--- src/rtl/store_wbuf_pkg.sv ---
package store_wbuf_pkg;

  // Classification of the store presented in the current cycle
  typedef enum logic [1:0] {
    ST_NONE   = 2'd0,
    ST_HIT    = 2'd1,
    ST_POST   = 2'd2,
    ST_DIRECT = 2'd3
  } st_class_e;

endpackage

--- src/rtl/wbuf_policy.sv ---
module wbuf_policy
  import store_wbuf_pkg::*;
#(
  parameter int DEPTH = 8,
  parameter int LA_W  = 28,
  parameter int CNT_W = 4
) (
  input  logic             st_valid,
  input  logic             st_hit,
  input  logic             st_page_buf,
  input  logic             st_burst,
  input  logic [LA_W-1:0]  st_la,
  input  logic             wb_on,
  input  logic [CNT_W-1:0] count,
  input  logic [LA_W-1:0]  tail_la,
  input  logic             tail_burst,
  input  logic             mem_ready,
  output logic             push,
  output logic             merge,
  output logic             direct_valid,
  output logic             dirty_set,
  output logic             stall
);

  st_class_e cls;
  logic      q_empty;
  logic      q_full;
  logic      fold_ok;

  assign q_empty = (count == '0);
  assign q_full  = (count == CNT_W'(DEPTH));
  // newest slot must not be the head: at least two occupied
  assign fold_ok = st_burst && tail_burst && (count >= CNT_W'(2)) && (tail_la == st_la);

  always_comb begin
    cls = ST_NONE;
    if (st_valid) begin
      if (st_hit)                  cls = ST_HIT;
      else if (wb_on && st_page_buf) cls = ST_POST;
      else                         cls = ST_DIRECT;
    end
  end

  always_comb begin
    push         = 1'b0;
    merge        = 1'b0;
    direct_valid = 1'b0;
    dirty_set    = 1'b0;
    stall        = 1'b0;
    unique case (cls)
      ST_HIT:  dirty_set = 1'b1;
      ST_POST: begin
        if (fold_ok)      merge = 1'b1;
        else if (!q_full) push  = 1'b1;
        else              stall = 1'b1;
      end
      ST_DIRECT: begin
        direct_valid = q_empty;
        stall        = !(q_empty && mem_ready);
      end
      default: ;
    endcase
  end

endmodule

--- src/rtl/wbuf_storage.sv ---
module wbuf_storage #(
  parameter int DEPTH  = 8,
  parameter int LA_W   = 28,
  parameter int NBYTES = 16,
  localparam int PTR_W  = $clog2(DEPTH),
  localparam int CNT_W  = $clog2(DEPTH + 1),
  localparam int DATA_W = NBYTES * 8
) (
  input  logic              clk,
  input  logic              rst_n,
  input  logic              push,
  input  logic              merge,
  input  logic              pop,
  input  logic [LA_W-1:0]   in_la,
  input  logic [DATA_W-1:0] in_data,
  input  logic [NBYTES-1:0] in_be,
  input  logic              in_burst,
  output logic [CNT_W-1:0]  count,
  output logic [LA_W-1:0]   head_la,
  output logic [DATA_W-1:0] head_data,
  output logic [NBYTES-1:0] head_be,
  output logic [LA_W-1:0]   tail_la,
  output logic              tail_burst
);

  logic [PTR_W-1:0] wr_q, wr_d;
  logic [PTR_W-1:0] rd_q, rd_d;
  logic [CNT_W-1:0] cnt_q, cnt_d;
  logic [PTR_W-1:0] tail_idx;

  logic [LA_W-1:0]   la_q   [DEPTH];
  logic [DATA_W-1:0] data_q [DEPTH];
  logic [NBYTES-1:0] be_q   [DEPTH];
  logic              brst_q [DEPTH];
  logic [LA_W-1:0]   la_d   [DEPTH];
  logic [DATA_W-1:0] data_d [DEPTH];
  logic [NBYTES-1:0] be_d   [DEPTH];
  logic              brst_d [DEPTH];
  logic [DEPTH-1:0]  ent_we;

  function automatic logic [PTR_W-1:0] ptr_inc(input logic [PTR_W-1:0] p);
    return (p == PTR_W'(DEPTH - 1)) ? '0 : p + 1'b1;
  endfunction

  assign tail_idx = (wr_q == '0) ? PTR_W'(DEPTH - 1) : wr_q - 1'b1;

  // pointer and occupancy next state
  always_comb begin
    wr_d  = wr_q;
    rd_d  = rd_q;
    cnt_d = cnt_q;
    if (push) wr_d = ptr_inc(wr_q);
    if (pop)  rd_d = ptr_inc(rd_q);
    case ({push, pop})
      2'b10:   cnt_d = cnt_q + 1'b1;
      2'b01:   cnt_d = cnt_q - 1'b1;
      default: ;
    endcase
  end

  always_ff @(posedge clk or negedge rst_n) begin
    if (!rst_n) begin
      wr_q  <= '0;
      rd_q  <= '0;
      cnt_q <= '0;
    end else begin
      wr_q  <= wr_d;
      rd_q  <= rd_d;
      cnt_q <= cnt_d;
    end
  end

  // slot contents next state: open a slot or fold into the newest one
  always_comb begin
    for (int i = 0; i < DEPTH; i++) begin
      ent_we[i] = (push && (wr_q == PTR_W'(i))) || (merge && (tail_idx == PTR_W'(i)));
      la_d[i]   = in_la;
      data_d[i] = in_data;
      be_d[i]   = in_be;
      brst_d[i] = in_burst;
      if (merge && (tail_idx == PTR_W'(i))) begin
        la_d[i]   = la_q[i];
        brst_d[i] = brst_q[i];
        be_d[i]   = be_q[i] | in_be;
        for (int b = 0; b < NBYTES; b++) begin
          data_d[i][b*8 +: 8] = in_be[b] ? in_data[b*8 +: 8] : data_q[i][b*8 +: 8];
        end
      end
    end
  end

  // data slots carry no reset; occupancy is held by the counter
  always_ff @(posedge clk) begin
    for (int i = 0; i < DEPTH; i++) begin
      if (ent_we[i]) begin
        la_q[i]   <= la_d[i];
        data_q[i] <= data_d[i];
        be_q[i]   <= be_d[i];
        brst_q[i] <= brst_d[i];
      end
    end
  end

  assign count      = cnt_q;
  assign head_la    = la_q[rd_q];
  assign head_data  = data_q[rd_q];
  assign head_be    = be_q[rd_q];
  assign tail_la    = la_q[tail_idx];
  assign tail_burst = brst_q[tail_idx];

endmodule

--- src/rtl/wbuf_port_mux.sv ---
module wbuf_port_mux #(
  parameter int LA_W   = 28,
  parameter int NBYTES = 16,
  localparam int DATA_W = NBYTES * 8
) (
  input  logic              has_entry,
  input  logic              direct_valid,
  input  logic [LA_W-1:0]   head_la,
  input  logic [DATA_W-1:0] head_data,
  input  logic [NBYTES-1:0] head_be,
  input  logic [LA_W-1:0]   st_la,
  input  logic [DATA_W-1:0] st_data,
  input  logic [NBYTES-1:0] st_be,
  input  logic              mem_ready,
  output logic              mem_valid,
  output logic [LA_W-1:0]   mem_la,
  output logic [DATA_W-1:0] mem_data,
  output logic [NBYTES-1:0] mem_be,
  output logic              pop
);

  // queued slots always win; a direct store is only offered on an empty queue
  assign mem_valid = has_entry || direct_valid;
  assign pop       = has_entry && mem_ready;

  always_comb begin
    if (has_entry) begin
      mem_la   = head_la;
      mem_data = head_data;
      mem_be   = head_be;
    end else begin
      mem_la   = st_la;
      mem_data = st_data;
      mem_be   = st_be;
    end
  end

endmodule

--- src/rtl/store_wbuf.sv ---
module store_wbuf #(
  parameter int DEPTH  = 8,
  parameter int LA_W   = 28,
  parameter int NBYTES = 16,
  localparam int CNT_W  = $clog2(DEPTH + 1),
  localparam int DATA_W = NBYTES * 8
) (
  input  logic              clk,
  input  logic              rst_n,
  input  logic              cfg_wr,
  input  logic              cfg_wb_en,
  input  logic              st_valid,
  input  logic [LA_W-1:0]   st_la,
  input  logic [DATA_W-1:0] st_data,
  input  logic [NBYTES-1:0] st_be,
  input  logic              st_page_buf,
  input  logic              st_hit,
  input  logic              st_burst,
  output logic              cpu_stall,
  output logic              line_dirty_set,
  output logic              buf_idle,
  output logic              mem_valid,
  input  logic              mem_ready,
  output logic [LA_W-1:0]   mem_la,
  output logic [DATA_W-1:0] mem_data,
  output logic [NBYTES-1:0] mem_be
);

  logic rst_meta_q, rst_sync_n;
  logic wb_on_q, wb_on_d;
  logic push, merge, pop, direct_valid;
  logic [CNT_W-1:0]  count;
  logic [LA_W-1:0]   head_la, tail_la;
  logic [DATA_W-1:0] head_data;
  logic [NBYTES-1:0] head_be;
  logic              tail_burst;
  logic              has_entry;

  // asynchronous assert, synchronous release
  always_ff @(posedge clk or negedge rst_n) begin
    if (!rst_n) begin
      rst_meta_q <= 1'b0;
      rst_sync_n <= 1'b0;
    end else begin
      rst_meta_q <= 1'b1;
      rst_sync_n <= rst_meta_q;
    end
  end

  // posting enable bit
  assign wb_on_d = cfg_wb_en;

  always_ff @(posedge clk or negedge rst_sync_n) begin
    if (!rst_sync_n)  wb_on_q <= 1'b0;
    else if (cfg_wr)  wb_on_q <= wb_on_d;
  end

  wbuf_policy #(.DEPTH(DEPTH), .LA_W(LA_W), .CNT_W(CNT_W)) u_policy (
    .st_valid     (st_valid),
    .st_hit       (st_hit),
    .st_page_buf  (st_page_buf),
    .st_burst     (st_burst),
    .st_la        (st_la),
    .wb_on        (wb_on_q),
    .count        (count),
    .tail_la      (tail_la),
    .tail_burst   (tail_burst),
    .mem_ready    (mem_ready),
    .push         (push),
    .merge        (merge),
    .direct_valid (direct_valid),
    .dirty_set    (line_dirty_set),
    .stall        (cpu_stall)
  );

  wbuf_storage #(.DEPTH(DEPTH), .LA_W(LA_W), .NBYTES(NBYTES)) u_store (
    .clk        (clk),
    .rst_n      (rst_sync_n),
    .push       (push),
    .merge      (merge),
    .pop        (pop),
    .in_la      (st_la),
    .in_data    (st_data),
    .in_be      (st_be),
    .in_burst   (st_burst),
    .count      (count),
    .head_la    (head_la),
    .head_data  (head_data),
    .head_be    (head_be),
    .tail_la    (tail_la),
    .tail_burst (tail_burst)
  );

  assign has_entry = (count != '0);

  wbuf_port_mux #(.LA_W(LA_W), .NBYTES(NBYTES)) u_port (
    .has_entry    (has_entry),
    .direct_valid (direct_valid),
    .head_la      (head_la),
    .head_data    (head_data),
    .head_be      (head_be),
    .st_la        (st_la),
    .st_data      (st_data),
    .st_be        (st_be),
    .mem_ready    (mem_ready),
    .mem_valid    (mem_valid),
    .mem_la       (mem_la),
    .mem_data     (mem_data),
    .mem_be       (mem_be),
    .pop          (pop)
  );

  assign buf_idle = !has_entry && !direct_valid;

endmodule

--- config.mk ---
export PLATFORM = sky130hd
export DESIGN_NAME = store_wbuf
export DESIGN_NICKNAME = d
export VERILOG_FILES = /design/src/rtl/store_wbuf_pkg.sv /design/src/rtl/wbuf_policy.sv /design/src/rtl/wbuf_storage.sv /design/src/rtl/wbuf_port_mux.sv /design/src/rtl/store_wbuf.sv
export SDC_FILE = /design/constraint.sdc
export NUM_CORES = 2
export LEC_CHECK = 0
export BUFFER_PORTS_ARGS = -buffer_cell sky130_fd_sc_hd__buf_2
export CORE_MARGIN = 4
export CORE_UTILIZATION = 30
export DETAILED_ROUTE_END_ITERATION = 8
export GPL_ROUTABILITY_DRIVEN = 0
export GPL_TIMING_DRIVEN = 0
export HOLD_SLACK_MARGIN = 0.03
export PLACE_DENSITY_LB_ADDON = 0.3
export SLEW_MARGIN = 20
export SYNTH_ARGS = -nofsm -noshare
export SYNTH_HDL_FRONTEND = slang
export SYNTH_SLANG_ARGS = --single-unit
--- constraint.sdc ---
create_clock -name clk -period 8.8 [get_ports clk]
set_clock_uncertainty 0.1 [all_clocks]
set_input_delay 1.32 -clock clk [delete_from_list [all_inputs] [get_ports clk]]
set_output_delay 1.32 -clock clk [all_outputs]
set_load 0.03 [all_outputs]
==> results.sh <==
export IMPL_crit_path_end_kind="flip-flop"
export IMPL_cts_max_level=4
export IMPL_crit_path_top_delay_cell="o21ai_1"
export IMPL_syn_area_sq_um=58800
export IMPL_die_area_sq_um=203000
export IMPL_rsz0062_at_grt="no"
export IMPL_ant_nets=0
export IMPL_total_power_mw=23.5
export IMPL_finalNonFillerCells=6698
export IMPL_rr_worst_depth=15
export IMPL_cts_tree="yes"
export IMPL_synth_seq_cells=1397
export IMPL_gr_usage_all_layers_pct=18.1
export IMPL_setup_violations=0
export IMPL_p_leak_nw=23.4
export IMPL_port_buffers=356
export IMPL_multi_input_area_sq_um=15500
export IMPL_synth_distinct_cells=68
export IMPL_hold_buffers=0
export IMPL_start_util_pct=30.2
export IMPL_required_ns=9.10
export IMPL_initialDrtViolationCount=3840
export IMPL_yosysMostFrequentCell="edfxtp_1"
export IMPL_post_route_util_pct=35.8
export IMPL_dp_cells=6409
export IMPL_grt_pass1_vias=34458
export IMPL_cts_buffers=155
export IMPL_synthArstFlopShare_pct=0.931
export IMPL_cap_viol_max_count=0
export IMPL_grt_ovfl_total=0
export IMPL_critPathBufInv=5
export IMPL_cp_depth=15
export IMPL_fin_crit_ns=8.59
export IMPL_final_net_count=4136
export IMPL_power_density_nw_per_um2=337
export IMPL_core_rowCount=162
export IMPL_hold_path_class="reg2async"
export IMPL_seqCellArea_sq_um=41900
export IMPL_drive_gt1_share_pct=27.8
export IMPL_ys_top_cells_by_count="edfxtp_1, o21ai_0, mux4_2"
export IMPL_fmax_mhz=116
export IMPL_grt_max_degree=24
export IMPL_die_w_um=451
export IMPL_area_delta_synth_final_pct=18.6
export IMPL_slew_headroom_pct=18.7
export IMPL_pin_count=357
export IMPL_path_max_fanout=12
export IMPL_grt_antenna_before_repair=54
export IMPL_critPathMaxStageDelay_ns=1.02
export IMPL_vias_per_cell=5.11
export IMPL_synth_flop_cell="edfxtp_1"
export IMPL_ys_seq_area_share_pct=71.2
export IMPL_status="completed"
export IMPL_cp_start_kind="flip-flop"
export IMPL_firstDrtPassIters=7
export IMPL_clock_sinks=1397
export IMPL_place_hpwl_um=132000
export IMPL_worstSetupPathType="reg2reg"
export IMPL_clockBufferDepth=3
export IMPL_synth_warnings=0
export IMPL_die_y_um=451
export IMPL_yosys_top_cells_area="edfxtp_1, mux4_2, mux2i_1"
export IMPL_coreArea_sq_um=195000
export IMPL_critical_path_most_common_cell="clkbuf_1"
export IMPL_finalCritPeriodShare_pct=97.6
export IMPL_totalWireLength_um=188000
export IMPL_syn_avg_cell_area_sq_um=17.7
export IMPL_ir_drop_mv=0.223
export IMPL_via_count=34195
export IMPL_syn_inst=3326
export IMPL_wl_per_cell_um=28.1
export IMPL_synth_nets=3520
export IMPL_synth_largest_area_cell="edfxtp_1"
export IMPL_drc=0
export IMPL_cts_clk_slew_worst_paths_ns=0.06
export IMPL_cp_arrival_ns=8.89
export IMPL_grt_pass1_wl_um=263000
export IMPL_critPathTopFamily="buffers and inverters"
export IMPL_synth_top_area_share_pct=70.6
export IMPL_n_fill_cell=18546
export IMPL_hold_viol_final=0
export IMPL_tns_ns=0
export IMPL_finalMaxSlewViolations=0
export IMPL_path_cells="buf_2, clkinv_1, clkbuf_2, ha_1, xor2_1, clkbuf_1, o21ai_0, a221oi_1, nor2_1, xnor2_1, or4_1, nor4_4, nand4_1, clkbuf_1, o21ai_1"
export IMPL_root_buffer="clkbuf_16"
export IMPL_reg2reg_slack_ns=0.21
export IMPL_insertion_delay_ns=0.80
export IMPL_worst_pin_slew_ns=1.22
export IMPL_synth_edf_count=1384
## kinds of logic after synthesis
| group | share of synthesized area, % |
|---|---|
| flip-flops | 71.2 |
| adder cells (fa/ha/maj) | 0.289 |
| other | 0.00637 |
| AND/OR/NAND/NOR | 2.48 |
| XOR/XNOR | 0.387 |
| AO/OA/AOI/OAI | 5.67 |
| buffers and inverters | 2.57 |
| multiplexers | 17.4 |
## sequential cells by signal, indices dropped and copies added (netlist names)
name	cells
u_store.count	4
u_store.wr_q	3
rst_sync_n	1
wb_on_q	1
u_store.brst_q	8
u_store.data_q	1024
u_store.be_q	128
rst_meta_q	1
u_store.rd_q	3
u_store.la_q	224
## cell usage in the layout, fill, tap and decap left out, types with 13 or more instances in the layout
master     Yosys  layout
mux2_2        24      24
buf_1         54      40
clkbuf_1     140     157
o22ai_1       21      21
o21ai_1       45     159
diode_2        0      13
nor2_1        32      32
o21ai_0      412     292
nand2_1      206     205
a21oi_1       18      18
buf_2         22     384
clkinv_1       1      34
mux2i_1      217     217
xnor2_1       13      13
clkbuf_16      0     159
edfxtp_1    1384    1384
dfrtp_1       13      13
clkbuf_2       0      27
buf_4          6      97
clkinv_2       0      21
mux4_2       346     346
inv_1        166     158
xor2_1        13      13
## power breakdown
group          total (mW)  internal (mW)  switching (mW)
clock                6.21           3.52            2.68
sequential           7.53           7.47          0.0593
combinational        9.80           3.33            6.47
total                23.5           14.3            9.21
## stage by stage
stage | hold WS (ns) | cell area [sq um] | setup slack (ns)
6_report | 0.152 | 69800 | 0.214
5_1_grt | 0.156 | 69700 | 0.0529
4_1_cts | 0.141 | 69700 | 0.111
3_5_place_dp | 0.181 | 64900 | 0.0744
3_3_place_gp | 0.177 | 63900 | -0.367
2_1_floorplan | 0.0341 | 58800 | 3.24
## cell type report
| type | instances | area share (%) |
|---|---|---|
| Inverter | 167 | 0.899 |
| Buffer | 221 | 1.32 |
| Multi-Input combinational cell | 1540 | 22.2 |
| Timing Repair Buffer | 460 | 3.94 |
| Tap cell | 2624 | 4.71 |
| Clock inverter | 77 | 0.924 |
| Antenna cell | 13 | 0.0466 |
| Sequential cell | 1397 | 60.0 |
| Clock buffer | 199 | 5.96 |
## layer usage
metal  global-route usage [%]  share of wire (%)  vias up
met5                        0              0.093        -
met4                     6.52                3.9       26
met3                     4.38                7.9      396
met2                     29.9                 49     1530
met1                     23.3                 39    17674
li1                         -                  -    14569
## worst paths after layout
kind / endpoint / startpoint
setup / recovery: u_store.data_q[7][47] / u_store.wr_q[0]
hold / removal: u_store.wr_q[0] / rst_sync_n
setup reg to reg: u_store.data_q[7][47] / u_store.wr_q[0]
hold reg to reg: u_store.wr_q[0] / rst_sync_n
max in group asynchronous: u_store.count[1] / rst_sync_n
min in group clk: rst_sync_n / rst_meta_q
## timing repair
item,4_1_cts,5_1_grt
hold endpoints to repair,0,0
pin swaps,0,1
resized for setup,1,4
buffers inserted,0,1
endpoints found under the setup margin,1,97
No activity file was read; power rests on OpenSTA's default activity.
